===== config.mk =====
export PLATFORM = sky130hd
export DESIGN_NAME = serial_shift_slice
export DESIGN_NICKNAME = d
export VERILOG_FILES = /design/src/rtl/ssl_pkg.sv /design/src/rtl/ssl_rate_div.sv /design/src/rtl/ssl_span_ctr.sv /design/src/rtl/ssl_shift_core.sv /design/src/rtl/serial_shift_slice.sv
export SDC_FILE = /design/constraint.sdc
export NUM_CORES = 1
export LEC_CHECK = 0
export ABC_AREA = 1
export BUFFER_PORTS_ARGS = -buffer_cell sky130_fd_sc_hd__buf_2
export CAP_MARGIN = 20
export CORE_ASPECT_RATIO = 2
export CORE_MARGIN = 1
export CORE_UTILIZATION = 50
export CTS_CLUSTER_DIAMETER = 100
export DETAILED_ROUTE_END_ITERATION = 10
export PLACE_DENSITY_LB_ADDON = 0.08
export RECOVER_POWER = 25
export SLEW_MARGIN = 40
export SYNTH_ARGS = -nofsm -noshare
export SYNTH_HDL_FRONTEND = slang
export SYNTH_SLANG_ARGS = --single-unit

===== constraint.sdc =====
create_clock -name clk -period 1.9 [get_ports clk]
set_input_delay 0.19 -clock clk [delete_from_list [all_inputs] [get_ports clk]]
set_output_delay 0.19 -clock clk [all_outputs]
set_load 0.05 [all_outputs]

===== src/rtl/ssl_pkg.sv =====
package ssl_pkg;

    localparam int WORD_W  = 32;
    localparam int RATE_W  = 12;
    localparam int SPAN_W  = 8;
    localparam int SEL_W   = 3;

    typedef enum logic [SEL_W-1:0] {
        SEL_WORD      = 3'd0,
        SEL_BUFFER    = 3'd1,
        SEL_RATE_RLD  = 3'd2,
        SEL_RATE_CNT  = 3'd3,
        SEL_SPAN_RLD  = 3'd4,
        SEL_SPAN_CNT  = 3'd5,
        SEL_SPARE6    = 3'd6,
        SEL_SPARE7    = 3'd7
    } reg_sel_e;

endpackage


===== src/rtl/ssl_rate_div.sv =====
module ssl_rate_div #(
    parameter int CW = 12
) (
    input  logic          clk,
    input  logic          rst_n,
    input  logic          en,
    input  logic          rld_wr,
    input  logic          cnt_wr,
    input  logic [CW-1:0] wr_val,
    output logic [CW-1:0] rld_q,
    output logic [CW-1:0] cnt_q,
    output logic          tick
);

    typedef struct packed {
        logic [CW-1:0] rld;
        logic [CW-1:0] cnt;
    } div_st_t;

    div_st_t st_d, st_q;

    always_comb begin
        st_d = st_q;
        tick = en && (st_q.cnt == '0);
        if (en) begin
            if (st_q.cnt == '0) st_d.cnt = st_q.rld;
            else                st_d.cnt = st_q.cnt - 1'b1;
        end
        if (rld_wr) st_d.rld = wr_val;
        if (cnt_wr) st_d.cnt = wr_val;
    end

    always_ff @(posedge clk or negedge rst_n) begin
        if (!rst_n) st_q <= '0;
        else        st_q <= st_d;
    end

    assign rld_q = st_q.rld;
    assign cnt_q = st_q.cnt;

    // reload at zero, decrement otherwise
    a_r4_reload: assert property (@(posedge clk) disable iff (!rst_n)
        (en && cnt_q == '0 && !cnt_wr) |=> cnt_q == $past(rld_q));
    a_r4_count_down: assert property (@(posedge clk) disable iff (!rst_n)
        (en && cnt_q != '0 && !cnt_wr) |=> cnt_q == $past(cnt_q) - 1'b1);
    // idle while disabled
    a_r7_rate_idle: assert property (@(posedge clk) disable iff (!rst_n)
        (!en && !cnt_wr) |=> $stable(cnt_q));
    // software write wins
    a_r8_rate_write: assert property (@(posedge clk) disable iff (!rst_n)
        cnt_wr |=> cnt_q == $past(wr_val));

endmodule


===== src/rtl/ssl_span_ctr.sv =====
module ssl_span_ctr #(
    parameter int PW = 8
) (
    input  logic          clk,
    input  logic          rst_n,
    input  logic          tick,
    input  logic          rld_wr,
    input  logic          cnt_wr,
    input  logic [PW-1:0] wr_val,
    output logic [PW-1:0] rld_q,
    output logic [PW-1:0] cnt_q,
    output logic          wrap
);

    typedef struct packed {
        logic [PW-1:0] rld;
        logic [PW-1:0] cnt;
    } span_st_t;

    span_st_t st_d, st_q;

    always_comb begin
        st_d = st_q;
        wrap = tick && (st_q.cnt == '0);
        if (tick) begin
            if (st_q.cnt == '0) st_d.cnt = st_q.rld;
            else                st_d.cnt = st_q.cnt - 1'b1;
        end
        if (rld_wr) st_d.rld = wr_val;
        if (cnt_wr) st_d.cnt = wr_val;
    end

    always_ff @(posedge clk or negedge rst_n) begin
        if (!rst_n) st_q <= '0;
        else        st_q <= st_d;
    end

    assign rld_q = st_q.rld;
    assign cnt_q = st_q.cnt;

    // word counter steps only on ticks
    a_r5_span_reload: assert property (@(posedge clk) disable iff (!rst_n)
        (tick && cnt_q == '0 && !cnt_wr) |=> cnt_q == $past(rld_q));
    a_r5_span_step: assert property (@(posedge clk) disable iff (!rst_n)
        (tick && cnt_q != '0 && !cnt_wr) |=> cnt_q == $past(cnt_q) - 1'b1);
    a_r7_span_idle: assert property (@(posedge clk) disable iff (!rst_n)
        (!tick && !cnt_wr) |=> $stable(cnt_q));

endmodule


===== src/rtl/ssl_shift_core.sv =====
module ssl_shift_core #(
    parameter int DW = 32
) (
    input  logic          clk,
    input  logic          rst_n,
    input  logic          tick,
    input  logic          swap,
    input  logic          sin,
    input  logic          word_wr,
    input  logic          buf_wr,
    input  logic [DW-1:0] wr_val,
    output logic [DW-1:0] word_q,
    output logic [DW-1:0] buf_q
);

    typedef struct packed {
        logic [DW-1:0] word;
        logic [DW-1:0] bufw;
    } core_st_t;

    core_st_t    st_d, st_q;
    logic [DW-1:0] shifted;

    always_comb begin
        st_d    = st_q;
        shifted = {sin, st_q.word[DW-1:1]};
        if (swap) begin
            st_d.word = st_q.bufw;
            st_d.bufw = shifted;
        end else if (tick) begin
            st_d.word = shifted;
        end
        if (word_wr) st_d.word = wr_val;
        if (buf_wr)  st_d.bufw = wr_val;
    end

    always_ff @(posedge clk or negedge rst_n) begin
        if (!rst_n) st_q <= '0;
        else        st_q <= st_d;
    end

    assign word_q = st_q.word;
    assign buf_q  = st_q.bufw;

    // right shift with serial input at the top
    a_r2_shift: assert property (@(posedge clk) disable iff (!rst_n)
        (tick && !swap && !word_wr) |=> word_q == {$past(sin), $past(word_q[DW-1:1])});
    // whole-word exchange on wrap
    a_r6_swap_word: assert property (@(posedge clk) disable iff (!rst_n)
        (swap && !word_wr) |=> word_q == $past(buf_q));
    a_r6_swap_buf: assert property (@(posedge clk) disable iff (!rst_n)
        (swap && !buf_wr) |=> buf_q == {$past(sin), $past(word_q[DW-1:1])});
    // no movement without a tick
    a_r7_core_idle: assert property (@(posedge clk) disable iff (!rst_n)
        (!tick && !word_wr && !buf_wr) |=> ($stable(word_q) && $stable(buf_q)));
    // software write wins over shift and swap
    a_r8_word_write: assert property (@(posedge clk) disable iff (!rst_n)
        word_wr |=> word_q == $past(wr_val));

endmodule


===== src/rtl/serial_shift_slice.sv =====
module serial_shift_slice #(
    parameter int WORD_W = ssl_pkg::WORD_W,
    parameter int RATE_W = ssl_pkg::RATE_W,
    parameter int SPAN_W = ssl_pkg::SPAN_W
) (
    input  logic              clk,
    input  logic              rst_n,
    input  logic              slice_en,
    input  logic              ser_in,
    output logic              ser_out,
    input  logic              cfg_wr,
    input  logic [2:0]        cfg_addr,
    input  logic [WORD_W-1:0] cfg_wdata,
    output logic [WORD_W-1:0] cfg_rdata
);
    import ssl_pkg::*;

    localparam int RATE_PAD = WORD_W - RATE_W;
    localparam int SPAN_PAD = WORD_W - SPAN_W;

    reg_sel_e          sel;
    logic              tick, swap;
    logic [RATE_W-1:0] rate_rld, rate_cnt;
    logic [SPAN_W-1:0] span_rld, span_cnt;
    logic [WORD_W-1:0] word, bufw;

    assign sel = reg_sel_e'(cfg_addr);

    ssl_rate_div #(.CW(RATE_W)) u_rate (
        .clk    (clk),
        .rst_n  (rst_n),
        .en     (slice_en),
        .rld_wr (cfg_wr && sel == SEL_RATE_RLD),
        .cnt_wr (cfg_wr && sel == SEL_RATE_CNT),
        .wr_val (cfg_wdata[RATE_W-1:0]),
        .rld_q  (rate_rld),
        .cnt_q  (rate_cnt),
        .tick   (tick)
    );

    ssl_span_ctr #(.PW(SPAN_W)) u_span (
        .clk    (clk),
        .rst_n  (rst_n),
        .tick   (tick),
        .rld_wr (cfg_wr && sel == SEL_SPAN_RLD),
        .cnt_wr (cfg_wr && sel == SEL_SPAN_CNT),
        .wr_val (cfg_wdata[SPAN_W-1:0]),
        .rld_q  (span_rld),
        .cnt_q  (span_cnt),
        .wrap   (swap)
    );

    ssl_shift_core #(.DW(WORD_W)) u_core (
        .clk     (clk),
        .rst_n   (rst_n),
        .tick    (tick),
        .swap    (swap),
        .sin     (ser_in),
        .word_wr (cfg_wr && sel == SEL_WORD),
        .buf_wr  (cfg_wr && sel == SEL_BUFFER),
        .wr_val  (cfg_wdata),
        .word_q  (word),
        .buf_q   (bufw)
    );

    assign ser_out = word[0];

    always_comb begin
        case (sel)
            SEL_WORD:     cfg_rdata = word;
            SEL_BUFFER:   cfg_rdata = bufw;
            SEL_RATE_RLD: cfg_rdata = {{RATE_PAD{1'b0}}, rate_rld};
            SEL_RATE_CNT: cfg_rdata = {{RATE_PAD{1'b0}}, rate_cnt};
            SEL_SPAN_RLD: cfg_rdata = {{SPAN_PAD{1'b0}}, span_rld};
            SEL_SPAN_CNT: cfg_rdata = {{SPAN_PAD{1'b0}}, span_cnt};
            default:      cfg_rdata = '0;
        endcase
    end

    // a swap only ever comes with a tick
    a_r6_swap_needs_tick: assert property (@(posedge clk) disable iff (!rst_n)
        swap |-> tick);
    // no ticks while disabled
    a_r7_no_tick_idle: assert property (@(posedge clk) disable iff (!rst_n)
        !slice_en |-> !tick);
    // serial output follows the shift word across edges
    a_r3_out_tracks: assert property (@(posedge clk) disable iff (!rst_n)
        (cfg_wr && sel == SEL_WORD) |=> ser_out == $past(cfg_wdata[0]));

endmodule


# == After elaboration in Yosys (flattened, before gate mapping) ==
# Cells that the tools add are included.
# totals
out_inout_bits,33
ff_bits,104
input_bits,40
elab_cells,40
# classes
n_addsub,2
n_mux,12
reduce_logical,15
eq_ne,5
# op_table
cell,n
$pmux W32 S6,1
$mux W32,5
$mux W12,3
$mux W8,3
$logic_not A12 Y1,1
$sub A12 B1 Y12 const B,1
$logic_and A1 B1 Y1,8
$logic_not A8 Y1,1
$sub A8 B1 Y8 const B,1
$eq A3 B2 Y1 const B,2
$eq A3 B3 Y1 const B,2
$reduce_bool A2 Y1,3
$eq A3 B1 Y1 const B,1
$logic_not A3 Y1,1
$reduce_bool A3 Y1,1

# == Depth between registers and ports, before layout ==
# logic_depth
word_depth,5
ltp_mapped,10
depth_no_buf,10

# == Hierarchy ==
# From an unflattened synthesis, not the netlist that was laid out.
# hier_totals
cells_unflattened,1016
area_unflattened_um2,6867.8
# modules_own_cells
module,area_per_inst_um2,seq_area_each_um2,cells_per_inst,n_inst
ssl_shift_core,3458.3,1601.5,488,1
ssl_rate_div,1446.4,600.6,196,1
serial_shift_slice,988.4,0.0,205,1
ssl_span_ctr,974.7,400.4,127,1

# == Worst setup path after synthesis ==
# OpenSTA, ideal clock, no wires.
# synth_path
path_type,input to output
start,input port cfg_addr[1]
end,output port cfg_rdata[13]
setup_slack_ns,-0.100
path_buffers,2
required_ns,1.710
cell_stages,5
arrival_ns,1.810
cell_sequence,nor2_1 -> nand2_1 -> buf_2 -> clkbuf_1 -> o21ai_0
# synth_via
elab_chain_len,2
elab_cells_between_ends,7
cone_classes,eq/ne (5); mux (1); reduce/logical (1)
# synth_lines
item,line_no,text
start: declaration,serial_shift_slice.sv:12,"input logic [2:0] cfg_addr,"
$eq A3 B3 Y1 (tied with other cells),serial_shift_slice.sv:69,case (sel)
$pmux W32 S6 *,serial_shift_slice.sv:69,
end: declaration,serial_shift_slice.sv:14,output logic [WORD_W-1:0] cfg_rdata
# Every way passes the cells marked *; elsewhere a longest branch is shown, timed or not.

# == Final worst setup path ==
# layout_path
start,register u_span.st_q (netlist bit u_span.cnt_q[1])
end,register u_core.st_q (netlist bit u_core.buf_q[0])
# layout_via
elab_chain_len,3
# layout_lines
item,line_no,text
start: declaration,ssl_span_ctr.sv:20,"span_st_t st_d, st_q;"
start signal: assignment,ssl_span_ctr.sv:35,else st_q <= st_d;
$logic_not A8 Y1,ssl_span_ctr.sv:24,wrap = tick && (st_q.cnt == '0);
$logic_and A1 B1 Y1,ssl_span_ctr.sv:24,
$reduce_bool A2 Y1 (no source line),n/a,
end signal: assignment,ssl_shift_core.sv:39,else st_q <= st_d;
end: declaration,ssl_shift_core.sv:21,"core_st_t st_d, st_q;"
# Every way passes these cells.
# A chain may end at the register's enable or synchronous reset.

==> impl_results.md <==
* Status: complete, no violations
* Sum Neg Setup Slack at 0 ns
* F_max at ~0.57 GHz
* Post-Route WL at just over 20,000 um
* WHS at 0.07607 ns
* Crit path launch type: flop
* Die ar. at between 0.01 and 0.015 mm2
* HPWL Detailed at 14,490 um
* Worst Reg2Reg Path Length in Cells at 8
* Gr ovfl total at 0
* Number of max-cap violations at 0
* HP Start: cfg_wdata[17]
* CTS sink cnt at roughly 100
* Ports at 73
* Setup repair after global routing missed its margin: false
* Crit Reg-Reg Endpoint: u_core.buf_q[0]
* Initial antenna violation count at 0
* Syn Inst Count at 906
* Post-synthesis sequential area ratio at 0.3990
* Syn Std Cell Area at about 0.0065 mm2
* Clk_skew at 0.005757 ns
* Nets at slightly above 1,000
* CP max FO at 22
* CTS tree: built
* Count leader, synth: nand2_1
* Vias in the first global route at around 6,400
* Drt pass-1 iters at 5
* Max Slew Vio Count at 0
* Non-Filler Instances at 1,133
* Fin. Hold Viols at 0
* 1st-iter DRT viols at just under 400
* Initial Util at 0.5165
* WHS Path Cells at 3
* Yosys top cell by area: dfrtp_1
* VDD IR-drop max at 0.6372 mV
* Worst skew pair latency at between 0.3 and 0.4 ns
* Area Growth Syn to Fin at 14.20%
* PwrDens at around 1200 mW/mm2
* Clock transition at path regs at ~0.07 ns
* CP Capture Type: flop
* Synth area leaders: dfrtp_1 (40%), nand2_1 (17%), nand3_1 (6.1%)
* Crit path DAT at ~2.0 ns
* Most common library cells after synthesis: nand2_1 (298), dfrtp_1 (104), nand3_1 (80)
* CP required at ~2.1 ns
* Synth cell types at 36
* Placed cell count at around 1,100
* Final setup viols at 0
* Vias per cell at about 5.7
* DR WL/cell at 17.84 um
* Crit Path Category: flop to flop
* Final worst path period share at 0.9246
* DRT antenna net count at 0
* Largest net degree at the start of global routing at 61
* Post-layout min period at about 1.8 ns
* Async SR Flop Fraction at 1.000
* Flops & latches, synth at approximately 100
* Gpl congestion at 0.9339
* Root Driver: clkbuf_16
* Post-synth net total at roughly 950
* DIE HEIGHT at between 150 and 200 um
* Share of cells above drive strength 1 at 0.1862
* Die width at just over 80 um
* Slew Limit Headroom at 0.4909
* H-tree Lvls at 3
* Final worst slack at approximately 0.14 ns
* Ys flop type: dfrtp_1
* Reg2reg start: u_span.cnt_q[1]
* Share of the synthesized area in the top cell type at 0.3990
* Core area at about 0.013 mm2
* Number of synthesized flops with an enable pin at 0
* Gr usage total at 0.3205
* Syn_area_per_cell at slightly above 7 um2
* Place WS at 0.1067 ns
* Clock tree buffer depth at 2
* Filler Cell Count at 1,290
* # port buffers at 72
* DRC Markers at 0
* Total CTS buffers at 9
* Slew @ Worst Pin at 0.7637 ns
* Hold WC Path Type: input pin to flop
* R2R Setup Slk at 0.14 ns
* Leak pwr at approximately 3.8 nW
* Cell row count at 58
* First-pass GRT wire length at about 32,000 um
* Antenna Cells at 0
* Worst hold path endpoint: u_core.word_q[17]
* Final Util at 0.5899
* Vias at about 6,500
* Yosys warns at 0
-- per-stage QoR --
stage	power, mW	cell area, um2
after CTS	9.137	7415
after floorplan	6.132	6523
after detailed placement	7.179	7097
final	9.138	7448
after global placement	7.136	7097
after global routing	9.777	7448
-- area by class of cell --
type | count | area (um2) | share of cell area
timing repair buffer | 105 | 683.2 | 0.09172
sequential | 104 | 2603 | 0.3494
clock buffer | 12 | 256.5 | 0.03444
tap | 150 | 187.7 | 0.02520
multi-input combinational | 670 | 3334 | 0.4477
clock inverter | 4 | 51.30 | 0.006887
inverter | 88 | 332.8 | 0.04468
-- repair_timing --
item                                    CTS  global route
setup buffers                             0             2
hold buffers                              1             0
endpoints found under the setup margin    0            13
hold endpoints to repair                 25             0
gates resized for setup                   0             4
-- state kept, by name (all words and copies together) (netlist names) --
register	count
u_rate.rld_q	12
u_rate.cnt_q	12
u_core.word_q	32
u_core.buf_q	32
u_span.cnt_q	8
u_span.rld_q	8
-- kinds of logic after synthesis --
group                    Yosys count  synth area share
multiplexers                       1          0.001726
AO/OA/AOI/OAI                    177            0.1686
XOR/XNOR                           3          0.004029
AND/OR/NAND/NOR                  486            0.3286
flip-flops                       104            0.3990
buffers and inverters            132           0.09227
adder cells (fa/ha/maj)            3          0.005755
-- metal layers --
layer | up-vias | GRT usage | part of all wire
met1 | 3088 | 0.3807 | 0.39
li1 | 3103 | - | -
met2 | 247 | 0.5503 | 0.52
met3 | 47 | 0.03631 | 0.047
met4 | 0 | 0.1638 | 0.042
met5 | - | 0 | 0
-- worst max-delay path, cell delays in order, from the launching register on --
cell and delay (ns):
dfrtp_1 0.38, inv_1 0.10, ha_1 0.20, nand2_2 0.12, nor2_8 0.18, nand4_2 0.17
buf_4 0.29, nand3_1 0.12, o211ai_1 0.08
-- cell usage in the layout (no fill, tap or decap), drive strengths merged, types with 3 or more instances in the layout --
cell type,instances
nand2,304
a22oi,14
nand3,98
nor2,79
o21bai,8
inv,89
a21oi,29
o21ai,79
buf,102
ha,3
o22ai,15
dfrtp,104
clkbuf,14
o211ai,25
-- power breakdown --
| group | switching [mW] | internal, mW |
|---|---|---|
| clock network | 0.853 | 1.10 |
| registers | 0.666 | 2.94 |
| logic | 2.31 | 1.26 |
| total | 3.83 | 5.31 |
-- worst max path at each step --
stage | startpoint | end | slack, ns | depth (start not counted)
after floorplan | cfg_addr[1] | cfg_rdata[13] | -0.10 | 5
after global placement | u_rate.cnt_q[1] | u_core.buf_q[3] | 0.15 | 8
after detailed placement | u_rate.cnt_q[1] | u_core.buf_q[3] | 0.11 | 8
after CTS | u_rate.cnt_q[1] | u_core.buf_q[3] | 0.09 | 8
after global routing | u_rate.cnt_q[1] | u_span.cnt_q[1] | 0.002 | 8
final | u_span.cnt_q[1] | u_core.buf_q[0] | 0.14 | 8
(Power assumes the default switching activity.)
